### src/rtl/sarport_pkg.sv
package sarport_pkg;
  typedef enum logic {
    BYTE_HI = 1'b0,
    BYTE_LO = 1'b1
  } byte_sel_e;
endpackage

### src/rtl/strobe_track.sv
module strobe_track (
  input  logic clk_i,
  input  logic rst_n_i,
  input  logic cs_n_i,
  input  logic rd_n_i,
  output logic rd_active_o,
  output logic rd_end_o
);
  logic act_q;
  logic act_d;

  assign rd_active_o = ~cs_n_i & ~rd_n_i;
  assign rd_end_o    = act_q & ~rd_active_o;

  always_comb begin
    act_d = rd_active_o;
  end

  always_ff @(posedge clk_i or negedge rst_n_i) begin
    if (!rst_n_i) act_q <= 1'b0;
    else          act_q <= act_d;
  end
endmodule

### src/rtl/byte_ptr.sv
module byte_ptr
  import sarport_pkg::*;
(
  input  logic      clk_i,
  input  logic      rst_n_i,
  input  logic      load_i,
  input  logic      rd_end_i,
  output byte_sel_e sel_o
);
  byte_sel_e sel_q;
  byte_sel_e sel_d;
  logic      sel_en;

  always_comb begin
    sel_en = load_i | rd_end_i;
    if (load_i)              sel_d = BYTE_HI;
    else if (sel_q == BYTE_HI) sel_d = BYTE_LO;
    else                     sel_d = BYTE_HI;
  end

  always_ff @(posedge clk_i or negedge rst_n_i) begin
    if (!rst_n_i)    sel_q <= BYTE_HI;
    else if (sel_en) sel_q <= sel_d;
  end

  assign sel_o = sel_q;

  assert_load_resets_ptr_R6: assert property (@(posedge clk_i) disable iff (!rst_n_i)
    load_i |=> (sel_q == BYTE_HI));

  assert_ptr_toggles_R5: assert property (@(posedge clk_i) disable iff (!rst_n_i)
    (rd_end_i && !load_i) |=> (sel_q != $past(sel_q)));

  assert_ptr_holds_R11: assert property (@(posedge clk_i) disable iff (!rst_n_i)
    (!rd_end_i && !load_i) |=> $stable(sel_q));
endmodule

### src/rtl/irq_ctrl.sv
module irq_ctrl (
  input  logic clk_i,
  input  logic rst_n_i,
  input  logic load_i,
  input  logic rd_end_i,
  output logic irq_n_o
);
  logic irq_n_q;
  logic irq_n_d;
  logic irq_en;

  always_comb begin
    irq_en  = load_i | rd_end_i;
    irq_n_d = ~load_i;
  end

  always_ff @(posedge clk_i or negedge rst_n_i) begin
    if (!rst_n_i)    irq_n_q <= 1'b1;
    else if (irq_en) irq_n_q <= irq_n_d;
  end

  assign irq_n_o = irq_n_q;

  assert_irq_set_on_load_R9: assert property (@(posedge clk_i) disable iff (!rst_n_i)
    load_i |=> !irq_n_q);

  assert_irq_clear_on_read_R7: assert property (@(posedge clk_i) disable iff (!rst_n_i)
    (rd_end_i && !load_i) |=> irq_n_q);
endmodule

### src/rtl/byte_fmt.sv
module byte_fmt
  import sarport_pkg::*;
#(
  parameter int MAG_W = 12,
  parameter int BUS_W = 8,
  localparam int RES_W = MAG_W + 1,
  localparam int HI_W  = MAG_W - BUS_W,
  localparam int REP_W = BUS_W - HI_W
) (
  input  logic [RES_W-1:0] res_i,
  input  byte_sel_e        sel_i,
  input  logic             en_i,
  output logic [BUS_W-1:0] db_o
);
  logic [BUS_W-1:0] hi_byte;
  logic [BUS_W-1:0] lo_byte;

  assign hi_byte[HI_W-1:0] = res_i[MAG_W-1:BUS_W];

  for (genvar g = 0; g < REP_W; g++) begin : g_sign_rep
    assign hi_byte[HI_W+g] = res_i[MAG_W];
  end

  assign lo_byte = res_i[BUS_W-1:0];

  always_comb begin
    if (!en_i)                db_o = '0;
    else if (sel_i == BYTE_HI) db_o = hi_byte;
    else                      db_o = lo_byte;
  end
endmodule

### src/rtl/sar_result_port.sv
module sar_result_port
  import sarport_pkg::*;
#(
  parameter int MAG_W = 12,
  parameter int BUS_W = 8,
  localparam int RES_W = MAG_W + 1
) (
  input  logic             clk_i,
  input  logic             rst_n_i,
  input  logic             cs_n_i,
  input  logic             rd_n_i,
  input  logic             res_valid_i,
  input  logic [RES_W-1:0] res_i,
  output logic [BUS_W-1:0] db_o,
  output logic             db_oe_o,
  output logic             irq_n_o
);
  logic       rst_meta_q;
  logic       rst_n_s;
  logic       rd_active;
  logic       rd_end;
  byte_sel_e  sel;
  logic [RES_W-1:0] res_q;
  logic [RES_W-1:0] res_d;

  always_ff @(posedge clk_i or negedge rst_n_i) begin
    if (!rst_n_i) begin
      rst_meta_q <= 1'b0;
      rst_n_s    <= 1'b0;
    end else begin
      rst_meta_q <= 1'b1;
      rst_n_s    <= rst_meta_q;
    end
  end

  always_comb begin
    res_d = res_i;
  end

  always_ff @(posedge clk_i or negedge rst_n_s) begin
    if (!rst_n_s)         res_q <= '0;
    else if (res_valid_i) res_q <= res_d;
  end

  strobe_track u_strobe (
    .clk_i      (clk_i),
    .rst_n_i    (rst_n_s),
    .cs_n_i     (cs_n_i),
    .rd_n_i     (rd_n_i),
    .rd_active_o(rd_active),
    .rd_end_o   (rd_end)
  );

  byte_ptr u_ptr (
    .clk_i   (clk_i),
    .rst_n_i (rst_n_s),
    .load_i  (res_valid_i),
    .rd_end_i(rd_end),
    .sel_o   (sel)
  );

  irq_ctrl u_irq (
    .clk_i   (clk_i),
    .rst_n_i (rst_n_s),
    .load_i  (res_valid_i),
    .rd_end_i(rd_end),
    .irq_n_o (irq_n_o)
  );

  byte_fmt #(.MAG_W(MAG_W), .BUS_W(BUS_W)) u_fmt (
    .res_i(res_q),
    .sel_i(sel),
    .en_i (rd_active),
    .db_o (db_o)
  );

  assign db_oe_o = rd_active;

  assert_idle_bus_zero_R1: assert property (@(posedge clk_i) disable iff (!rst_n_s)
    !db_oe_o |-> (db_o == '0));

  assert_result_held_R8: assert property (@(posedge clk_i) disable iff (!rst_n_s)
    !res_valid_i |=> $stable(res_q));

  assert_result_loaded_R6: assert property (@(posedge clk_i) disable iff (!rst_n_s)
    res_valid_i |=> (res_q == $past(res_i)));
endmodule

### config.mk
export PLATFORM = sky130hd
export DESIGN_NAME = sar_result_port
export DESIGN_NICKNAME = d
export VERILOG_FILES = /design/src/rtl/sarport_pkg.sv /design/src/rtl/strobe_track.sv /design/src/rtl/byte_ptr.sv /design/src/rtl/irq_ctrl.sv /design/src/rtl/byte_fmt.sv /design/src/rtl/sar_result_port.sv
export SDC_FILE = /design/constraint.sdc
export NUM_CORES = 1
export LEC_CHECK = 0
export BUFFER_PORTS_ARGS = -buffer_cell sky130_fd_sc_hd__buf_2
export CAP_MARGIN = 20
export CORE_UTILIZATION = 43
export DETAILED_ROUTE_END_ITERATION = 6
export PLACE_DENSITY = 0.73
export SYNTH_ARGS = -nofsm -noshare
export SYNTH_HDL_FRONTEND = slang
export SYNTH_HIERARCHICAL = 1
export SYNTH_SLANG_ARGS = --single-unit
### constraint.sdc
create_clock -name clk_i -period 1.1 [get_ports clk_i]
set_clock_uncertainty 0.2 [all_clocks]
set_input_delay 0.275 -clock clk_i [delete_from_list [all_inputs] [get_ports clk_i]]
set_output_delay 0.275 -clock clk_i [all_outputs]
set_load 0.05 [all_outputs]
==> results.txt, run 1 <==
----------------------------------------------------
[Timing]
  Setup total negative slack ... -6410 ps
  Setup slack after layout ... -719.8 ps
  Final critical-path share of the clock period ... 1.654
  Worst Hold Slack ... -8.311 ps
  Fmax ... about 550 MHz
  Setup Viol. Count Final ... 16
  Final Hold Viols ... 6
  Setup repair after global routing missed its margin ... yes
  Final critical path time including I/O delays and setup ... about 1800 ps
  Final count of pins violating max slew ... 0

[Clock tree]
  Max Buffers Root-to-Sink ... 2
  # clock sinks ... 18
  TritonCTS clock tree ... done
  Source-to-sink clock delay at the later pin of the worst-skew pair ... 270 ps
  Clock transition at the registers of the reported paths ... 100 ps
  Clock root buffer ... clkbuf_4
  Max H-tree Level ... 1
  Clock buffer count from CTS ... 3
  CTS Hold Buffers Added ... 2

[Worst setup path]
  Reg2Reg Depth ... 5
  Critical path's top delay family ... flip-flops
  Critical path data required time ... roughly 620 ps
  Worst setup EP type ... output port
  Largest fanout on the critical path ... 5
  Worst endpoint data arrival time ... ~1300 ps
  Source of the worst register-to-register timing path ... u_ptr/sel_o$_DFFE_PN0P_
  R2R Setup Slk ... -170 ps
  Ordered cell list for the critical path ... buf_12 > mux2i_4 > nor2b_4 > buf_6
  Startpoint of the worst setup timing path ... u_ptr/sel_o$_DFFE_PN0P_
  Setup CP Type ... reg -> out
  Critical Path Slowest Stage Cell ... dfrtp_2
  Total buffers and inverters traversed by the critical path ... 2
  Crit path depth ... 4
  Startpoint Class ... flop
  End of the critical path ... db_o[3]
  Slowest cell delay on critical path ... roughly 440 ps
  End of the worst register-to-register path ... u_ptr/sel_o$_DFFE_PN0P_

[Die]
  Standard cell core area ... between 1500 and 2000 µm²
  Effective utilization at floorplan ... 0.4730
  Die Outline Area ... about 2100 µm²
  Die outline width ... around 46 µm
  Top-level port count ... 28
  Row count ... 15
  DIE HEIGHT ... around 46 µm

[Route]
  Post-detailed-routing wire length ... 1840 µm
  Routed len/inst ... 13.83 µm
  Final routed DRC violation total ... 0
  Count of vias placed by the detailed router ... approximately 600
  Initial drt markers ... 1
  Number of vias per cell after detailed routing ... around 4.6
  First-pass DRT Iterations ... 4
  Number of antenna-violating nets in the routed design ... 0

[Global routing]
  Most utilized layer in the global route result ... met2
  Initial antenna violation count ... 0
  First-pass GRT wire length ... 2829 µm
  Grt met2 use ... 0.3549
  Total overflow reported by the global router ... 0
  Vias in the first global route ... 680
  Pin count of the biggest net entering global routing ... 16
  M3 GR Usage ... 0.03922
  GRT met1 Usage ... 0.2242
  Tot GR Track Use ... 0.1929

[Power and ir drop]
  Static leakage ... roughly 0.67 nW
  Worst IR Drop VDD ... around 0.00094 V
  Power density relative to cell area ... 1147 nW/µm²

[Cells and area]
  Commonest cells after routing, fill and taps aside ... 18 x buf_6, 16 x dfrtp_1, 15 x buf_2
  End-of-flow core utilization ... 0.8213
  Area growth from synthesis to layout ... 73.61%
  Leading cell type in the layout, fill and taps excluded ... buf_6
  Post-route standard cell area excluding fillers ... 1449 µm²
  Final nets ... approximately 130
  Final cell count without fillers ... about 130
  Layout cell share with drive strength beyond 1 ... 0.7500
  Number of antenna diodes ... 0

[Logic synthesis]
  Synth unique cells ... 15
  Sequential-to-total area share from yosys stat ... 0.5412
  Seq cells post-synth ... 18
  Gate count after technology mapping ... 56
  Synthesized area ... 834.6 µm²
  Synthesized Nets ... between 70 and 80
  Number of warnings reported in the yosys synthesis log ... 6
  Post-synthesis average cell area ... 14.90 µm²

[Run status]
  Run status ... finished, violations left
  Violated checks ... negative hold slack, negative setup slack

[Placement]
  Half-perimeter wire length after placement ... ~1100 µm
  Placed cell area ... approximately 1200 µm²
  Final GP Congestion ... 0.7035
  Number of buffer cells added on primary ports ... 27
  Number of cells after detailed placement ... 119

[Hold path]
  Class of the most critical hold timing path ... reg -> async

[Run]
  Reported max-cap violation count ... 0

----------------------------------------------------
-- logic make-up after synthesis --
kind of cell    Yosys count  share of synthesized area
compound gates            6                    0.07496
flops                    18                     0.5412
xor+xnor                  1                    0.01050
buf+inv                   2                    0.02698
other cells               1                   0.004493
simple gates             11                    0.07345
mux                      17                     0.2684
-- cell usage after synthesis --
cell       n  area, µm²
a21boi_2   4      45.04
nand2b_4   1      13.76
conb_1     1      3.750
nand2_1    4      15.01
o21a_1     1      7.510
xnor2_1    1      8.760
mux2_4    10      150.1
nor2b_1    4      25.02
dfstp_2    1      26.28
buf_6      2      22.52
nor2_1     2      7.510
mux2i_1    4      40.04
mux2_2     3      33.78
o21ba_1    1      10.01
dfrtp_1   17      425.4
-- what timing repair did --
item	4_1_cts	5_1_grt
pin swaps	3	2
cloned	1	0
endpoints found under the setup margin	11	20
endpoints found under the hold margin	4	2
setup buffers	6	6
gates resized for setup	42	6
-- metal layers --
layer,vias up,share of wire
li1,296,-
met1,302,0.43
met2,18,0.53
met3,2,0.036
met4,0,0.011
met5,-,0
-- worst reg2reg max path, delay by kind of cell (launching register included) --
kind / cells / cell delay (ps)
xor gates and xnor gates: 1 / 120
buffers and inverters: 3 / 360
and+or+nand+nor: 1 / 100
DFF: 1 / 440
-- where the power goes --
group / total, mW / leakage (nW) / switching [mW] / internal (mW)
logic: 0.557 / 0.449 / 0.235 / 0.322
registers: 0.774 / 0.211 / 0.0515 / 0.722
clock network: 0.331 / 0.0150 / 0.190 / 0.140
-- sequential cells by signal (all words and copies together) (netlist names) --
register	flops
rst_n_s	1
res_q	13
rst_meta_q	1
u_strobe/act_q	1
u_ptr/sel_o	1
u_irq/irq_n_o	1
-- worst min-delay path by stage --
stage / cells after the start / slack [ps] / to / startpoint
after floorplan: 0 / -220 / rst_meta_q$_DFF_PN0_ / rst_n_i
after global placement: 0 / -150 / res_q[8]$_DFFE_PN0P_ / rst_n_s$_DFF_PN0_
after detailed placement: 0 / -150 / res_q[0]$_DFFE_PN0P_ / rst_n_s$_DFF_PN0_
after CTS: 1 / 6 / res_q[2]$_DFFE_PN0P_ / rst_n_s$_DFF_PN0_
after global routing: 2 / -6 / res_q[7]$_DFFE_PN0P_ / res_i[7]
final: 1 / -8 / res_q[2]$_DFFE_PN0P_ / rst_n_s$_DFF_PN0_
-- final cells by class --
class	count	area, µm²
fillers	112	315.3
repair buffers	49	450.4
flip-flops and latches	18	452.9
clock buffers	4	26.28
multi-input cells	37	488.0
well taps	25	31.28
-- stage by stage --
stage	power (mW)	setup slack, ps
global placement	1.170	-538.4
floorplan	1.044	-466.5
detailed placement	1.183	-558.9
CTS	1.653	-742.3
finish	1.662	-719.8
global route	1.745	-763.3
Note: power is estimated with default switching activity, not from simulation.
==> run 2: changes to the inputs <==
CORE_MARGIN = 2   (was default)
PLACE_DENSITY = 0.79   (was 0.73)
RECOVER_POWER = 50   (was default)
==> results.txt, run 2 (synthesis results as in run 1) <==
----------------------------------------------------
[Cells and area]
  Area growth from synthesis to layout ... 74.66%
  Final nets ... 125 (-1.6%)
  Filler cell count in the final layout ... 87 (-22%)
  Final cell count without fillers ... 131 (-1.5%)
  Leading cell type in the layout, fill and taps excluded ... buf_6
  Commonest cells after routing, fill and taps aside ... 17 x buf_6, 16 x dfrtp_1, 14 x buf_2
  Layout cell share with drive strength beyond 1 ... 0.7547 (+0.004717)
  Number of antenna diodes ... 0 (unchanged)
  Number of flip-flops in the largest register ... 13 (unchanged)
  Largest Register ... res_q
  End-of-flow core utilization ... 0.8175 (-0.003733)

[Clock tree]
  Source-to-sink clock delay at the later pin of the worst-skew pair ... 280 ps (about the same)
  CTS Hold Buffers Added ... 1 (-1)
  Max H-tree Level ... 1 (unchanged)
  Max Buffers Root-to-Sink ... 2 (unchanged)
  Clock buffer count from CTS ... 3 (unchanged)
  # clock sinks ... 18 (unchanged)
  Clock transition at the registers of the reported paths ... 100 ps (about the same)
  Clock root buffer ... clkbuf_4
  TritonCTS clock tree ... done

[Power and ir drop]
  Worst IR Drop VDD ... 0.0009267 V (-1.5%)
  Power density relative to cell area ... 1184 nW/µm² (+3.2%)
  Static leakage ... 0.6743 nW (about the same)

[Die]
  Die Outline Area ... 2309 µm² (+8.9%)
  Effective utilization at floorplan ... 0.4681 (-0.004979)
  Row count ... 15 (unchanged)
  DIE HEIGHT ... 48.06 µm (+4.3%)
  Die outline width ... 48.06 µm (+4.3%)
  Top-level port count ... 28 (unchanged)
  Standard cell core area ... 1783 µm² (+1.1%)

[Worst setup path]
  Setup CP Type ... reg -> out
  Startpoint Class ... flop
  Slowest cell delay on critical path ... 430 ps (about the same)
  End of the critical path ... db_o[5]
  Worst endpoint data arrival time ... 1350 ps (about the same)
  Ordered cell list for the critical path ... buf_6 > nand2b_4 > a21boi_4 > buf_6
  Source of the worst register-to-register timing path ... u_ptr/sel_o$_DFFE_PN0P_
  R2R Setup Slk ... -50 ps (+120 ps)
  End of the worst register-to-register path ... u_ptr/sel_o$_DFFE_PN0P_
  Critical Path Slowest Stage Cell ... dfrtp_2
  Crit path top cell by count ... buf_6
  Largest fanout on the critical path ... 4 (-1)
  Startpoint of the worst setup timing path ... u_ptr/sel_o$_DFFE_PN0P_
  Reg2Reg Depth ... 4 (-1)
  Critical path data required time ... 620 ps (about the same)
  Worst setup EP type ... output port

[Timing]
  Setup slack after layout ... -722.8 ps (-2.903 ps)
  Worst Hold Slack ... 14.47 ps (+22.78 ps)
  Final critical path time including I/O delays and setup ... 1823 ps (+2.903 ps)
  Final count of pins violating max slew ... 0 (unchanged)
  Fmax ... 548.6 MHz (-0.16%)
  Final Hold Viols ... 0 (-6)
  Setup Viol. Count Final ... 16 (unchanged)
  Setup repair after global routing missed its margin ... yes
  Final critical-path share of the clock period ... 1.657 (+0.002639)

[Global routing]
  Total overflow reported by the global router ... 0 (unchanged)
  GRT met1 Usage ... 0.2024 (-0.02185)
  First-pass GRT wire length ... 2794 µm (-1.2%)
  Vias in the first global route ... 644 (-5.3%)
  Tot GR Track Use ... 0.1868 (-0.006081)
  Pin count of the biggest net entering global routing ... 17 (+1)
  Initial antenna violation count ... 0 (unchanged)
  M3 GR Usage ... 0.04906 (+0.009841)
  Most utilized layer in the global route result ... met2
  Grt met2 use ... 0.3467 (-0.008263)

[Hold path]
  Class of the most critical hold timing path ... in -> reg

[Route]
  First-pass DRT Iterations ... 4 (unchanged)
  Number of vias per cell after detailed routing ... 4.603 (-0.94%)
  Count of vias placed by the detailed router ... 603 (-2.4%)
  Routed len/inst ... 15.22 µm (+10%)
  Post-detailed-routing wire length ... 1994 µm (+8.4%)
  Number of antenna-violating nets in the routed design ... 0 (unchanged)
  Final routed DRC violation total ... 0 (unchanged)
  Initial drt markers ... 9 (+8)

[Run]
  Reported max-cap violation count ... 0 (unchanged)

[Placement]
  Half-perimeter wire length after placement ... 1083 µm (-5.2%)
  Number of cells after detailed placement ... 117 (-1.7%)
  Number of buffer cells added on primary ports ... 27 (unchanged)
  Final GP Congestion ... 0.6798 (-3.4%)

[Run status]
  Run status ... finished, violations left
  Violated checks ... negative setup slack

----------------------------------------------------
run 2: what timing repair did:
item / 4_1_cts / 5_1_grt
hold endpoints to repair: 17 / 2
buffers inserted: 9 / 7
setup endpoints to repair: 12 / 19
resized for setup: 39 / 11
pin swaps: 2 / 2
run 2: worst min path at each step:
| stage | startpoint | endpoint | slack, ps | depth (start not counted) |
|---|---|---|---|---|
| 6_report | res_i[11] | res_q[11]$_DFFE_PN0P_ | 10 | 2 |
| 5_1_grt | res_i[11] | res_q[11]$_DFFE_PN0P_ | -6 | 2 |
| 4_1_cts | rst_n_s$_DFF_PN0_ | res_q[3]$_DFFE_PN0P_ | -8 | 1 |
| 3_5_place_dp | rst_n_i | rst_meta_q$_DFF_PN0_ | -140 | 1 |
| 3_3_place_gp | rst_n_i | rst_meta_q$_DFF_PN0_ | -140 | 1 |
| 2_1_floorplan | rst_n_i | rst_meta_q$_DFF_PN0_ | -220 | 0 |
run 2: report_power, final:
group | total (mW) | leakage [nW] | internal, mW | switching (mW)
Combinational | 0.564 | 0.443 | 0.322 | 0.242
Clock | 0.386 | 0.0210 | 0.201 | 0.185
Sequential | 0.777 | 0.211 | 0.722 | 0.0545
Total | 1.73 | 0.674 | 1.25 | 0.481
run 2: final cells by class:
type | instances | area, µm² | share of cell area
multi-input combinational | 36 | 496.7 | 0.3408
sequential | 18 | 452.9 | 0.3107
timing repair buffer | 48 | 440.4 | 0.3021
clock buffer | 4 | 36.28 | 0.02489
tap | 25 | 31.28 | 0.02146
run 2: metal layers:
metal  share of wire  wire (µm)  up-vias
met5               0          0        -
met4               0          0        0
met3           0.058        115        0
met2            0.55       1100       22
met1            0.39        777      290
li1                -          -      291
run 2: critical path: cells and delay by family, from the launching register on:
kind / cells / cell delay [ps]
compound gates: 1 / 160
flops: 1 / 430
simple gates: 1 / 180
buf+inv: 2 / 300
run 2: through the flow:
step | TNS, ps | power (mW) | instance area [µm²] | setup slack, ps
2_1_floorplan | -3625 | 1.044 | 902.1 | -466.5
3_3_place_gp | -5900 | 1.163 | 1141 | -548.4
3_5_place_dp | -6093 | 1.173 | 1141 | -579.8
4_1_cts | -6450 | 1.702 | 1408 | -738.3
6_report | -6453 | 1.726 | 1458 | -722.8
5_1_grt | -7210 | 1.813 | 1458 | -790.7
==> run 3: changes to the inputs <==
MAX_ROUTING_LAYER = met4   (was default)
SLEW_MARGIN = 20   (was default)
clock period = 1.57 ns   (was 1.1 ns; I/O delays follow)
==> results.txt, run 3 (synthesis results as in run 1) <==
----------------------------------------------------
[Hold path]
  Class of the most critical hold timing path ... reg -> async

[Worst setup path]
  Startpoint Class ... flop
  Setup CP Type ... reg -> out
  Worst endpoint data arrival time ... 1340 ps (about the same)
  Critical Path Slowest Stage Cell ... dfrtp_2
  Slowest cell delay on critical path ... 430 ps (about the same)
  Largest fanout on the critical path ... 4 (unchanged)
  Critical path data required time ... 980 ps (+360 ps)
  Crit path top cell by count ... buf_6
  Worst setup EP type ... output port
  Ordered cell list for the critical path ... buf_6 > nand2b_4 > a21boi_4 > buf_6

[Die]
  Effective utilization at floorplan ... 0.4681 (unchanged)
  Die Outline Area ... 2309 µm² (unchanged)
  DIE HEIGHT ... 48.06 µm (unchanged)
  Die outline width ... 48.06 µm (unchanged)
  Top-level port count ... 28 (unchanged)
  Row count ... 15 (unchanged)
  Standard cell core area ... 1783 µm² (unchanged)

[Global routing]
  First-pass GRT wire length ... 2366 µm (-15%)
  Pin count of the biggest net entering global routing ... 17 (unchanged)
  Total overflow reported by the global router ... 0 (unchanged)
  Initial antenna violation count ... 0 (unchanged)
  Tot GR Track Use ... 0.1672 (-0.01957)
  Vias in the first global route ... 560 (-13%)

[Route]
  Number of vias per cell after detailed routing ... 4.698 (+2.1%)
  Final routed DRC violation total ... 0 (unchanged)
  Post-detailed-routing wire length ... 1583 µm (-21%)
  Routed len/inst ... 13.65 µm (-10%)
  Number of antenna-violating nets in the routed design ... 0 (unchanged)
  Count of vias placed by the detailed router ... 545 (-9.6%)
  Initial drt markers ... 0 (-9)
  First-pass DRT Iterations ... 1 (-3)

[Clock tree]
  Max H-tree Level ... 1 (unchanged)
  Source-to-sink clock delay at the later pin of the worst-skew pair ... 280 ps (about the same)
  Clock transition at the registers of the reported paths ... 100 ps (about the same)
  TritonCTS clock tree ... done
  # clock sinks ... 18 (unchanged)
  Max Buffers Root-to-Sink ... 2 (unchanged)
  Clock root buffer ... clkbuf_4
  Clock buffer count from CTS ... 3 (unchanged)

[Cells and area]
  Commonest cells after routing, fill and taps aside ... 16 x buf_2, 16 x dfrtp_1, 10 x buf_6
  Area growth from synthesis to layout ... 47.68%
  Post-route standard cell area excluding fillers ... 1232 µm² (-15%)
  Final cell count without fillers ... 116 (-11%)
  Number of antenna diodes ... 0 (unchanged)
  Layout cell share with drive strength beyond 1 ... 0.5934 (-0.1613)
  Filler cell count in the final layout ... 129 (+48%)
  Final nets ... 110 (-12%)
  Sequential standard cell area ... 452.9 µm² (unchanged)
  Number of flip-flops in the largest register ... 13 (unchanged)
  Area of the multi-input gates ... 447.9 µm² (-9.8%)
  Largest Register ... res_q

[Timing]
  Final critical path time including I/O delays and setup ... about 1900 ps
  Setup repair after global routing missed its margin ... yes
  Worst Tran Pin Value ... 619.7 ps
  Worst Hold Slack ... 50.92 ps (+36.45 ps)
  Final count of pins violating max slew ... 0 (unchanged)
  Final Hold Viols ... 0 (unchanged)
  Final critical-path share of the clock period ... 1.233
  Relative slew margins ... 0.5869
  Fmax ... between 500 and 600 MHz
  Setup slack after layout ... -366.1 ps (+356.7 ps)
  Setup Viol. Count Final ... 10 (-6)

[Placement]
  Number of cells after detailed placement ... 107 (-8.5%)
  Final GP Congestion ... 0.6705 (-1.4%)
  Placed cell area ... 1066 µm² (-6.6%)
  Number of buffer cells added on primary ports ... 27 (unchanged)

[Run status]
  Violated checks ... negative setup slack
  Run status ... finished, violations left

[Power and ir drop]
  Total power draw ... 1.102 mW (-36%)
  Worst IR Drop VDD ... 0.0009261 V (about the same)
  Power density relative to cell area ... 894.1 nW/µm² (-25%)
  Static leakage ... 0.5370 nW (-20%)

[Run]
  Reported max-cap violation count ... 0 (unchanged)

----------------------------------------------------
run 3: changes by cell type in the layout (fill, tap and decap cells not counted), moves of 2 or more:
cell,delta
buf_2,+2
buf_4,-7
buf_6,-7
buf_8,-2
mux2_1,+9
mux2_4,-9
run 3: timing repair:
action / in CTS / in global routing
setup buffers: 3 / 0
endpoints found under the hold margin: 2 / 0
setup endpoints to repair: 10 / 10
hold buffers: 1 / 0
cloned: 0 / 1
gates resized for setup: 26 / 10
pin swaps: 1 / 1
run 3: path summary, 6_finish.rpt:
| kind | slack [ps] | depth (start not counted) | to | start |
|---|---|---|---|---|
| worst max register to register | 400 | 4 | u_ptr/sel_o$_DFFE_PN0P_ | u_ptr/sel_o$_DFFE_PN0P_ |
| worst max-delay path | -370 | 4 | db_o[6] | u_ptr/sel_o$_DFFE_PN0P_ |
| worst min register to register | 50 | 0 | res_q[3]$_DFFE_PN0P_ | rst_n_s$_DFF_PN0_ |
| min in group clk_i | 110 | 2 | res_q[4]$_DFFE_PN0P_ | res_i[4] |
| max in group asynchronous | 690 | 0 | u_ptr/sel_o$_DFFE_PN0P_ | rst_n_s$_DFF_PN0_ |
| worst min-delay path | 50 | 0 | res_q[3]$_DFFE_PN0P_ | rst_n_s$_DFF_PN0_ |
run 3: per-stage QoR:
stage | setup slack [ps] | TNS (ps) | util
detailed placement | -251.0 | -1947 | 0.5979
floorplan | -231.5 | -1697 | -
CTS | -388.5 | -2967 | 0.6786
global route | -437.3 | -3563 | 0.6912
finish | -366.1 | -2940 | 0.6912
global placement | -206.0 | -1629 | 0.5979
run 3: power breakdown:
part | internal (mW) | total, mW | switching [mW]
Sequential | 0.506 | 0.546 | 0.0403
Clock | 0.141 | 0.270 | 0.129
Combinational | 0.145 | 0.286 | 0.140
Total | 0.793 | 1.10 | 0.309
run 3: routing by layer:
metal,up-vias,wire (µm),GRT usage
li1,262,-,-
met2,20,904,0.2827
met1,261,582,0.1719
met5,-,0,-
met4,0,15,0.06486
met3,2,80,0.06792
run 3: critical path: cells and delay by family (launching register included):
family	cells	cell delay (ps)
AO/OA/AOI/OAI	1	160
buffers and inverters	2	290
AND/OR/NAND/NOR	1	180
flip-flops	1	430
run 3: area by class of cell:
cell class	instances	share of cell area
Multi-Input combinational cell	37	0.3635
Clock buffer	4	0.02944
Sequential cell	18	0.3675
Timing Repair Buffer	32	0.2142
Tap cell	25	0.02538
